`src/rtl/bac_pkg.sv`:
```
package bac_pkg;

    typedef enum logic [2:0] {
        OP_HOLD = 3'd0,
        OP_CRST = 3'd1,
        OP_MRST = 3'd2,
        OP_MLD  = 3'd3,
        OP_ALD  = 3'd4,
        OP_RETX = 3'd5,
        OP_INC  = 3'd6
    } bac_op_e;

endpackage

```
`src/rtl/bac_op_sel.sv`:
```
module bac_op_sel
    import bac_pkg::*;
(
    input  logic    cnt_rst,
    input  logic    mask_rst,
    input  logic    mask_ld,
    input  logic    addr_ld,
    input  logic    retx,
    input  logic    cnt_inc,
    output bac_op_e op
);

    always_comb begin
        if (cnt_rst)       op = OP_CRST;
        else if (mask_rst) op = OP_MRST;
        else if (mask_ld)  op = OP_MLD;
        else if (addr_ld)  op = OP_ALD;
        else if (retx)     op = OP_RETX;
        else if (cnt_inc)  op = OP_INC;
        else               op = OP_HOLD;
    end

endmodule

```
`src/rtl/bac_mask_inc.sv`:
```
module bac_mask_inc #(
    parameter int AW = 18
) (
    input  logic [AW-1:0] cnt,
    input  logic [AW-1:0] mask,
    output logic [AW-1:0] stepped,
    output logic          carry_out
);

    logic [AW:0] carry;

    assign carry[0] = 1'b1;

    // Carry hops over disabled bits and ripples only through enabled ones.
    for (genvar i = 0; i < AW; i++) begin : g_bit
        assign stepped[i]  = mask[i] ? (cnt[i] ^ carry[i]) : cnt[i];
        assign carry[i+1]  = mask[i] ? (cnt[i] & carry[i]) : carry[i];
    end

    assign carry_out = carry[AW];

endmodule

```
`src/rtl/bac_rb_mux.sv`:
```
module bac_rb_mux #(
    parameter int AW = 18
) (
    input  logic          req,
    input  logic          sel_cnt,
    input  logic [AW-1:0] cnt,
    input  logic [AW-1:0] mask,
    output logic [AW-1:0] value
);

    always_comb begin
        if (!req)         value = '0;
        else if (sel_cnt) value = cnt;
        else              value = mask;
    end

endmodule

```
`src/rtl/burst_addr_ctr.sv`:
```
module burst_addr_ctr
    import bac_pkg::*;
#(
    parameter int AW = 18
) (
    input  logic          clk,
    input  logic          rst_n,
    input  logic          cnt_rst,
    input  logic          mask_ld,
    input  logic          mask_rst,
    input  logic          addr_ld,
    input  logic          retx,
    input  logic          cnt_inc,
    input  logic          rd_back,
    input  logic          rb_sel_cnt,
    input  logic [AW-1:0] addr_in,
    output logic [AW-1:0] addr_out,
    output logic          addr_oe,
    output logic          wrap
);

    typedef struct packed {
        logic [AW-1:0] cnt;
        logic [AW-1:0] mask;
        logic [AW-1:0] mir;
        logic [AW-1:0] rb;
        logic          oe;
        logic          wrap;
    } st_t;

    localparam logic [AW-1:0] ALL_ONES = {AW{1'b1}};

    st_t           st_d, st_q;
    bac_op_e       op;
    logic [AW-1:0] stepped;
    logic          carry_out;
    logic [AW-1:0] rb_value;

    bac_op_sel u_op_sel (
        .cnt_rst  (cnt_rst),
        .mask_rst (mask_rst),
        .mask_ld  (mask_ld),
        .addr_ld  (addr_ld),
        .retx     (retx),
        .cnt_inc  (cnt_inc),
        .op       (op)
    );

    bac_mask_inc #(.AW(AW)) u_inc (
        .cnt       (st_q.cnt),
        .mask      (st_q.mask),
        .stepped   (stepped),
        .carry_out (carry_out)
    );

    bac_rb_mux #(.AW(AW)) u_rb (
        .req     (rd_back),
        .sel_cnt (rb_sel_cnt),
        .cnt     (st_q.cnt),
        .mask    (st_q.mask),
        .value   (rb_value)
    );

    always_comb begin
        st_d      = st_q;
        st_d.wrap = 1'b0;
        st_d.oe   = rd_back;
        st_d.rb   = rb_value;
        unique case (op)
            OP_CRST: begin
                st_d.cnt = '0;
                st_d.mir = '0;
            end
            OP_MRST: st_d.mask = ALL_ONES;
            OP_MLD:  st_d.mask = addr_in;
            OP_ALD: begin
                st_d.cnt = addr_in;
                st_d.mir = addr_in;
            end
            OP_RETX: st_d.cnt = st_q.mir;
            OP_INC: begin
                if (carry_out) begin
                    st_d.cnt  = st_q.mir;
                    st_d.wrap = 1'b1;
                end else begin
                    st_d.cnt  = stepped;
                end
            end
            default: ;
        endcase
    end

    always_ff @(posedge clk or negedge rst_n) begin
        if (!rst_n) begin
            st_q.cnt  <= '0;
            st_q.mask <= ALL_ONES;
            st_q.mir  <= '0;
            st_q.rb   <= '0;
            st_q.oe   <= 1'b0;
            st_q.wrap <= 1'b0;
        end else begin
            st_q <= st_d;
        end
    end

    assign addr_out = st_q.rb;
    assign addr_oe  = st_q.oe;
    assign wrap     = st_q.wrap;

endmodule

```
`config.mk`:
```
export PLATFORM = sky130hd
export DESIGN_NAME = burst_addr_ctr
export DESIGN_NICKNAME = d
export VERILOG_FILES = /design/src/rtl/bac_pkg.sv /design/src/rtl/bac_op_sel.sv /design/src/rtl/bac_mask_inc.sv /design/src/rtl/bac_rb_mux.sv /design/src/rtl/burst_addr_ctr.sv
export SDC_FILE = /design/constraint.sdc
export NUM_CORES = 1
export LEC_CHECK = 0
export BUFFER_PORTS_ARGS = -buffer_cell sky130_fd_sc_hd__buf_2
export CAP_MARGIN = 20
export CORE_UTILIZATION = 48
export CTS_BUF_LIST = sky130_fd_sc_hd__clkbuf_4
export DETAILED_ROUTE_END_ITERATION = 10
export PLACE_DENSITY = 0.67
export SYNTH_ARGS = -nofsm -noshare
export SYNTH_HDL_FRONTEND = slang
export SYNTH_HIERARCHICAL = 1
export SYNTH_SLANG_ARGS = --single-unit
export TNS_END_PERCENT = 10
```
`constraint.sdc`:
```
create_clock -name clk -period 27.5 [get_ports clk]
set_clock_uncertainty 0.2 [all_clocks]
set_input_delay 2.75 -clock clk [delete_from_list [all_inputs] [get_ports clk]]
set_output_delay 2.75 -clock clk [all_outputs]
set_load 0.05 [all_outputs]
```
==> flow_metrics.tcl, run 1 <==
set metrics [dict create \
    outcome "finished, final reports clean" \
    ir_drop_uv 26.6 \
    first_iter_violations 172 \
    layout_common_cells "56 x dfrtp_1, 46 x buf_2, 36 x mux2i_1" \
    grt_util_met3_pct 3.55 \
    drt_first_pass_iters 4 \
    clockPowerShare_pct 23.4 \
    path_class "reg -> reg" \
    grt.busiest_layer "met2" \
    r2r_slack_ns 17.26 \
    ys_seq_area_share_pct 40.7 \
    worstMarginPinSlew_ns 0.944 \
    dpl.cell_count 563 \
    yosysWarnings 6 \
    slew_headroom_pct 37.1 \
    synth_cells 424 \
    ys_ff_latch 74 \
    clock-sinks 74 \
    fin_util_pct 52.0 \
    initial_core_util_pct 49.6 \
    ys_top_cells_by_area "dfrtp_1 30%, dfstp_2 10%, mux2i_1 7.8%" \
    netlist-cell-type-count 56 \
    cts_buffers 9 \
    grtUsageTotal_pct 21.3 \
    fin_crit_ns 10.24 \
    leakagePower_nw 2.17 \
    cts_setup_buffers 0 \
    htreeDepth 3 \
    die_x_um 100 \
    cts_root_buffer "clkbuf_4" \
    final_common_cell "dfrtp_1" \
    r2r_end "st_q[69]" \
    dp_hpwl_um 6300 \
    synthFlopType "dfrtp_1" \
    async_flop_share_pct 100 \
    power_frac_comb_pct 25.9 \
    insertion_delay_ns 0.42 \
    cts-resized-gates 0 \
    rows 35 \
    holdWs_ns 0.285 \
    clk_pin_slew_worst_paths_ns 0.12 \
    max_freq_ghz 0.0976 \
    clockBufferDepth 2 \
    cp-startpoint "st_q[38]" \
    pre_cts_ws_ns 17.41 \
    p_sw_mw 0.0905 \
    grt_max_degree 75 \
    synth_top_area_share_pct 30.4 \
    fin_area_um2 4830 \
    area_delta_synth_final_pct 4.78 \
    hold_violations 0 \
    cp-end-kind "register" \
    rsz0062_at_grt "false" \
    vias 3315 \
    antenna_found_initial 1 \
    yosys.area.top_type "dfrtp_1" \
    grt_pass1_wl_um 16500 \
    crit_arrival_ns 10.31 \
    min_period_over_period_pct 37.2 \
    ant_nets 0 \
    crit_fanout 19 \
    power_density_nw_per_um2 53.3 \
    placed_area_um2 4710 \
    cts_tree "built" \
    power_mw 0.258 \
    routed_wl_um 10100 \
    place.gp.congestion 0.817 \
    maxCapViolCount 0 \
    use_met1_pct 30.9 \
    r2r_start "st_q[38]" \
    tns_ns 0 \
    via_per_inst 5.72 \
    worst_slack_ns 17.26 \
    use_met2_pct 32.7 \
    ios 48 \
    wl_per_cell_um 17.3 \
    grt_overflow 0 \
    ctsHoldBuffers 0 \
    drcViolationCount 0 \
    hold_path.class "reg -> reg" \
    drive_gt1_share_pct 31.1 \
    die_area_um2 10000 \
    layoutNonFillerInstCount 580 \
    finalSetupViolations 0 \
    syn_area_um2 4610 \
    grt_pass1_vias 3208 \
    worstSetupEndpoint "st_q[69]" \
    dieHeight_um 100 \
    crit_slowest_cell "dfstp_2" \
    slowest_delay_ns 0.56 \
    seqPwrFrac_pct 50.7 \
    required_ns 27.57 \
    crit_path_start_kind "register" \
    syn_avg_cell_area_um2 10.9 \
    reg2reg_depth 62 \
    coreArea_um2 9280 \
    fin_nets 491 \
    synth_fp_nets 470 \
    slew_violations 0 \
    p_int_mw 0.167 \
    portBuffers 47 \
    synth_edf_count 0 \
    switching_share_pct 35.1 \
    path_common_cell "ha_1" \
]
[worst max-delay path: cells and delay by family, from the launching register on]
kind | cells | cell delay [ns]
AOI/OAI and AO/OA | 20 | 2.82
DFF | 1 | 0.56
muxes | 2 | 0.52
buffers and inverters | 4 | 0.44
adders and majority gates | 17 | 3.10
and+or+nand+nor | 19 | 2.45
[power groups by stage]
stage          sequential (mW)  clock, mW  combinational (mW)
2_1_floorplan            0.130          0              0.0548
3_3_place_gp             0.132          0              0.0653
3_5_place_dp             0.133          0              0.0663
4_1_cts                  0.131     0.0618              0.0668
5_1_grt                  0.132     0.0665              0.0735
6_report                 0.131     0.0604              0.0667
[state kept, by name, indices dropped and copies added, names as in the netlist]
register / flops
addr_out: 18
st_q: 54
addr_oe: 1
wrap: 1
[worst min path at each step]
stage,start,end,slack (ns),cells past startpoint
6_report,st_q[38],st_q[38],0.28,2
5_1_grt,st_q[38],st_q[38],0.31,2
4_1_cts,st_q[38],st_q[38],0.29,2
3_5_place_dp,st_q[38],st_q[38],0.27,2
3_3_place_gp,st_q[38],st_q[38],0.26,2
2_1_floorplan,st_q[38],st_q[38],0.25,2
[cell families (layout without fill, tap and decap cells)]
group / count (synthesis) / count (layout) / share of synthesized area [%]
and+or+nand+nor: 102 / 102 / 11.7
muxes: 54 / 54 / 12.2
AOI/OAI and AO/OA: 120 / 120 / 21.7
buffers and inverters: 55 / 81 / 8.69
adders and majority gates: 18 / 18 / 4.89
DFF: 74 / 74 / 40.7
other: 0 / 1 / 0
xor gates and xnor gates: 1 / 1 / 0.190
[per-layer routing]
layer,routed length (um),up-vias,share of wire (%)
met5,0,-,0
met1,4980,1617,50
met3,356,8,3.5
li1,-,1611,-
met4,119,0,1.2
met2,4600,79,46
[Yosys cell counts (all sizes together), types with 3 or more instances]
cell type	instances
mux2	18
nand2	27
a31oi	3
a221oi	4
a22o	18
nand2b	3
dfstp	18
nor2	28
a22oi	32
and2	3
dfrtp	56
o221ai	16
buf	41
nor2b	25
inv	12
o22ai	3
a21oi	10
nor3	4
o21ai	21
ha	18
mux2i	36
[final cells by class]
class	instances	area, um^2
Fill cell	860	4450
Multi-Input combinational cell	295	2340
Sequential cell	74	1870
Timing Repair Buffer	53	290
Tap cell	129	161
Clock buffer	10	75.1
Inverter	12	45.0
Clock inverter	6	42.5
Antenna cell	1	2.50
Note: power is estimated with default switching activity, not from simulation.
==> inputs of run 2 (changes only) <==
PLACE_DENSITY = 0.7   (was 0.67)
clock period = 8.9 ns   (was 27.5 ns; I/O delays follow)
==> run 2 against run 1 <==
Compared with the run above:
- the flow now finishes with violations (negative setup slack)
- global-route usage increased by 3.2 points
- largest power group unchanged
- total power increased to 3.5 times the previous value
- sequential power increased to 3.1 times the previous value
- worst hold slack improved by 0.024 ns
- via count increased by 16%
==> flow_metrics.tcl, run 2 (synthesis results as in run 1) <==
set metrics [dict create \
    grt_max_degree 75 \
    die_x_um 100 \
    wl_per_cell_um 19.0 \
    dp_hpwl_um 6560 \
    hold-path-endpoint "st_q[43]" \
    fin_nets 561 \
    top_register "st_q" \
    path_class "reg -> reg" \
    die_area_um2 10000 \
    cts_root_buffer "clkbuf_4" \
    slowest_delay_ns 0.57 \
    slew_headroom_pct 35.3 \
    leakagePower_nw 2.56 \
    placed_area_um2 4960 \
    hold_path.class "reg -> reg" \
    finalSetupViolations 19 \
    worstMarginPinSlew_ns 0.971 \
    fin_area_um2 5740 \
    clock-sinks 74 \
    area_delta_synth_final_pct 24.6 \
    portBuffers 47 \
    grt_overflow 0 \
    coreArea_um2 9280 \
    ios 48 \
    grt_pass1_wl_um 18700 \
    r2r_end "st_q[58]" \
    holdWs_ns 0.309 \
    maxCapViolCount 0 \
    grt_pass1_vias 3622 \
    hold_violations 0 \
    crit_fanout 5 \
    initial_core_util_pct 49.6 \
    nFillCells 735 \
    rows 35 \
    grtUsageTotal_pct 24.5 \
    ant_nets 0 \
    hp-start "st_q[43]" \
    via_per_inst 5.93 \
    cts_tree "built" \
    max_freq_ghz 0.107 \
    crit_path_start_kind "register" \
    final_common_cell "buf_4" \
    largest_reg_flops 54 \
    reg2reg_depth 65 \
    crit_arrival_ns 9.46 \
    antenna_found_initial 0 \
    layout_common_cells "72 x buf_4, 56 x dfrtp_1, 46 x buf_2" \
    r2r_slack_ns -0.48 \
    routed_wl_um 12300 \
    drive_gt1_share_pct 49.4 \
    rsz0062_at_grt "true" \
    min_period_over_period_pct 105 \
    place.gp.congestion 0.828 \
    drcViolationCount 0 \
    path_common_cell "buf_4" \
    cp-end-kind "register" \
    r2r_start "st_q[38]" \
    clockBufferDepth 2 \
    cts_buffers 9 \
    first_iter_violations 285 \
    antenna-diode-count 0 \
    power_density_nw_per_um2 158 \
    required_ns 8.99 \
    crit_slowest_cell "dfstp_2" \
    clk_pin_slew_worst_paths_ns 0.12 \
    ir_drop_uv 55.7 \
    outcome "complete, but fails checks" \
    htreeDepth 3 \
    drt_first_pass_iters 5 \
    power_mw 0.908 \
    holdPathStages 2 \
    dieHeight_um 100 \
    violations "negative setup slack" \
    insertion_delay_ns 0.44 \
    slew_violations 0 \
    fin_crit_ns 9.38 \
    vias 3850 \
    worst_slack_ns -0.476 \
]
[run 2: repair_timing]
action	in CTS	in global routing
gates resized for setup	30	26
endpoints found under the setup margin	19	19
hold buffers	0	0
pin swaps	23	15
setup buffers	47	3
gates cloned	1	0
[run 2: critical path, delay by kind of cell (launching register included)]
| family | cells | cell delay, ns |
|---|---|---|
| adder cells (fa/ha/maj) | 12 | 1.95 |
| flip-flops | 1 | 0.57 |
| buffers and inverters | 27 | 3.20 |
| multiplexers | 2 | 0.47 |
| AND/OR/NAND/NOR | 12 | 1.15 |
| AO/OA/AOI/OAI | 12 | 1.67 |
[run 2: where the power goes]
group	leakage, nW	internal [mW]	switching (mW)
Sequential	0.953	0.372	0.0373
Combinational	1.55	0.156	0.164
Clock	0.0570	0.0602	0.118
Total	2.56	0.588	0.320
[run 2: layer usage]
metal | track usage, % | wire length, um
met1 | 33.1 | 5410
met2 | 39.0 | 5890
met3 | 4.46 | 643
met4 | 9.92 | 391
met5 | 0 | 0
[run 2: final cells by class]
type / count / area [um^2] / share of cell area (%)
Multi-Input combinational cell: 295 / 2700 / 47.0
Sequential cell: 74 / 1870 / 32.6
Timing Repair Buffer: 123 / 856 / 14.9
Tap cell: 129 / 161 / 2.81
Clock buffer: 11 / 82.6 / 1.44
Inverter: 12 / 45.0 / 0.784
Clock inverter: 5 / 22.5 / 0.392
[run 2: worst max-delay path by stage]
stage,to,from
after detailed placement,st_q[60],st_q[38]
after CTS,st_q[58],st_q[38]
after floorplan,st_q[66],st_q[38]
after global placement,st_q[64],st_q[38]
final,st_q[58],st_q[38]
after global routing,st_q[58],st_q[38]
[run 2: stage by stage]
step / instances / util [%] / setup TNS, ns / setup slack, ns
after floorplan: 424 / - / 0 / 0.0220
after global placement: 582 / 53.5 / -1.79 / -0.118
after detailed placement: 582 / 53.5 / -6.17 / -0.369
after CTS: 646 / 60.1 / -3.45 / -0.219
after global routing: 649 / 61.8 / -13.10 / -0.779
final: 649 / 61.8 / -7.80 / -0.476
==> inputs of run 3 (changes only) <==
CORE_ASPECT_RATIO = 0.7   (was unset)
MAX_ROUTING_LAYER = met4   (was unset)
==> run 3 against run 2 <==
Compared with the run above:
- the run still ends with negative setup slack left
- global-route usage is 0.65 points higher
- design area decreased by 2.7%
- worst hold slack better by 0.0017 ns
- register-to-register slack better by 0.17 ns
- sequential share of layout area grew 0.90 points
==> flow_metrics.tcl, run 3 (synthesis results as in run 1) <==
set metrics [dict create \
    holdPathStages 2 \
    ctsHoldBuffers 0 \
    fin_nets 532 \
    antenna_found_initial 0 \
    hold_violations 0 \
    die_x_um 119 \
    ir_drop_uv 81.0 \
    routed_wl_um 11700 \
    crit_fanout 5 \
    grtUsageTotal_pct 25.1 \
    slew_violations 0 \
    insertion_delay_ns 0.45 \
    power_mw 0.968 \
    grt_overflow 0 \
    max_freq_ghz 0.109 \
    rows 29 \
    r2r_start "st_q[38]" \
    hold_path.class "reg -> reg" \
    violations "negative setup slack" \
    drcViolationCount 0 \
    wl_per_cell_um 19.0 \
    via_per_inst 5.88 \
    crit_slowest_cell "dfstp_2" \
    place.gp.congestion 0.800 \
    finalSetupViolations 19 \
    cts_tree "built" \
    worstSetupEndpoint "st_q[64]" \
    htreeDepth 3 \
    top_register "st_q" \
    outcome "complete, but fails checks" \
    worstMarginPinSlew_ns 1.00 \
    initial_core_util_pct 50.2 \
    path_class "reg -> reg" \
    layout_common_cells "56 x dfrtp_1, 46 x buf_2, 45 x buf_4" \
    slowest_delay_ns 0.57 \
    vias 3618 \
    drt_first_pass_iters 5 \
    crit_path_start_kind "register" \
    grt_pass1_vias 3653 \
    power_density_nw_per_um2 173 \
    cts_root_buffer "clkbuf_4" \
    antenna-diode-count 0 \
    dp_hpwl_um 6760 \
    largest_reg_flops 54 \
    worst_slack_ns -0.307 \
    clockBufferDepth 2 \
    clk_pin_slew_worst_paths_ns 0.13 \
    r2r_end "st_q[64]" \
    nFillCells 749 \
    cp-end-kind "register" \
    cp-startpoint "st_q[38]" \
    cts_buffers 9 \
    ios 48 \
    coreArea_um2 9180 \
    final_common_cell "dfrtp_1" \
    crit_arrival_ns 9.33 \
    reg2reg_depth 61 \
    leakagePower_nw 2.45 \
    first_iter_violations 282 \
    grt_pass1_wl_um 18700 \
    slew_headroom_pct 33.1 \
    area_delta_synth_final_pct 21.2 \
    die_area_um2 10000 \
    maxCapViolCount 0 \
    rsz0062_at_grt "true" \
    drive_gt1_share_pct 47.9 \
    path_common_cell "buf_4" \
    min_period_over_period_pct 103 \
    ant_nets 0 \
    dieHeight_um 84.0 \
    fin_crit_ns 9.21 \
    required_ns 9.02 \
    tns_ns -5.17 \
    clock-sinks 74 \
    r2r_slack_ns -0.31 \
    grt_max_degree 75 \
    portBuffers 47 \
]
## run 3: changes by cell type in the layout (fill, tap and decap cells not counted), sizes merged
| cell | change |
|---|---|
| buf | -29 |
| bufinv | +3 |
| clkbuf | -2 |
| clkinvlp | -1 |
## run 3: worst min-delay path by stage
stage,from,end,slack [ns]
after global routing,st_q[43],st_q[43],0.33
after detailed placement,st_q[39],st_q[39],0.29
after CTS,st_q[40],st_q[40],0.31
final,st_q[50],st_q[50],0.31
after global placement,st_q[39],st_q[39],0.28
after floorplan,st_q[51],st_q[51],0.26
## run 3: critical path, delay by kind of cell (launching register included)
family          cells  cell delay [ns]
mux                 1             0.20
fa+ha+maj          14             2.41
flops               1             0.57
compound gates     19             2.52
simple gates       14             1.70
buf+inv            13             1.45
## run 3: power by group
group / total (mW) / leakage, nW / switching, mW / internal, mW
Combinational: 0.296 / 1.40 / 0.155 / 0.141
Sequential: 0.410 / 0.953 / 0.0380 / 0.372
Clock: 0.263 / 0.0948 / 0.123 / 0.139
Total: 0.968 / 2.45 / 0.316 / 0.653
## run 3: routing by layer
layer / vias up / wire (um) / track usage (%)
met4: 0 / 222 / 11.4
met3: 25 / 562 / 5.33
met2: 116 / 5420 / 37.2
met5: - / 0 / -
met1: 1794 / 5500 / 33.1
li1: 1683 / - / -
## run 3: repair_timing
item,4_1_cts,5_1_grt
endpoints found under the setup margin,19,19
cloned,2,0
resized for setup,32,29
buffers inserted,22,0
pin swaps,22,14
## run 3: area by class of cell
class	instances	area [um^2]	share of cell area, %
Tap cell	124	155	2.78
Sequential cell	74	1870	33.5
Multi-Input combinational cell	295	2720	48.6
Clock buffer	9	67.6	1.21
Timing Repair Buffer	94	622	11.1
Clock inverter	7	108	1.93
Inverter	12	45.0	0.806
## run 3: per-stage QoR
step           hold slack, ns  setup slack, ns  instances  utilization, %  cell area, um^2
2_1_floorplan           0.263           0.0220        424               -             4720
3_3_place_gp            0.279           -0.165        574            53.6             4920
3_5_place_dp            0.291           -0.406        575            53.9             4950
4_1_cts                 0.309           -0.277        615            59.3             5440
5_1_grt                 0.334           -0.648        615            60.9             5590
6_report                0.311           -0.307        615            60.9             5590
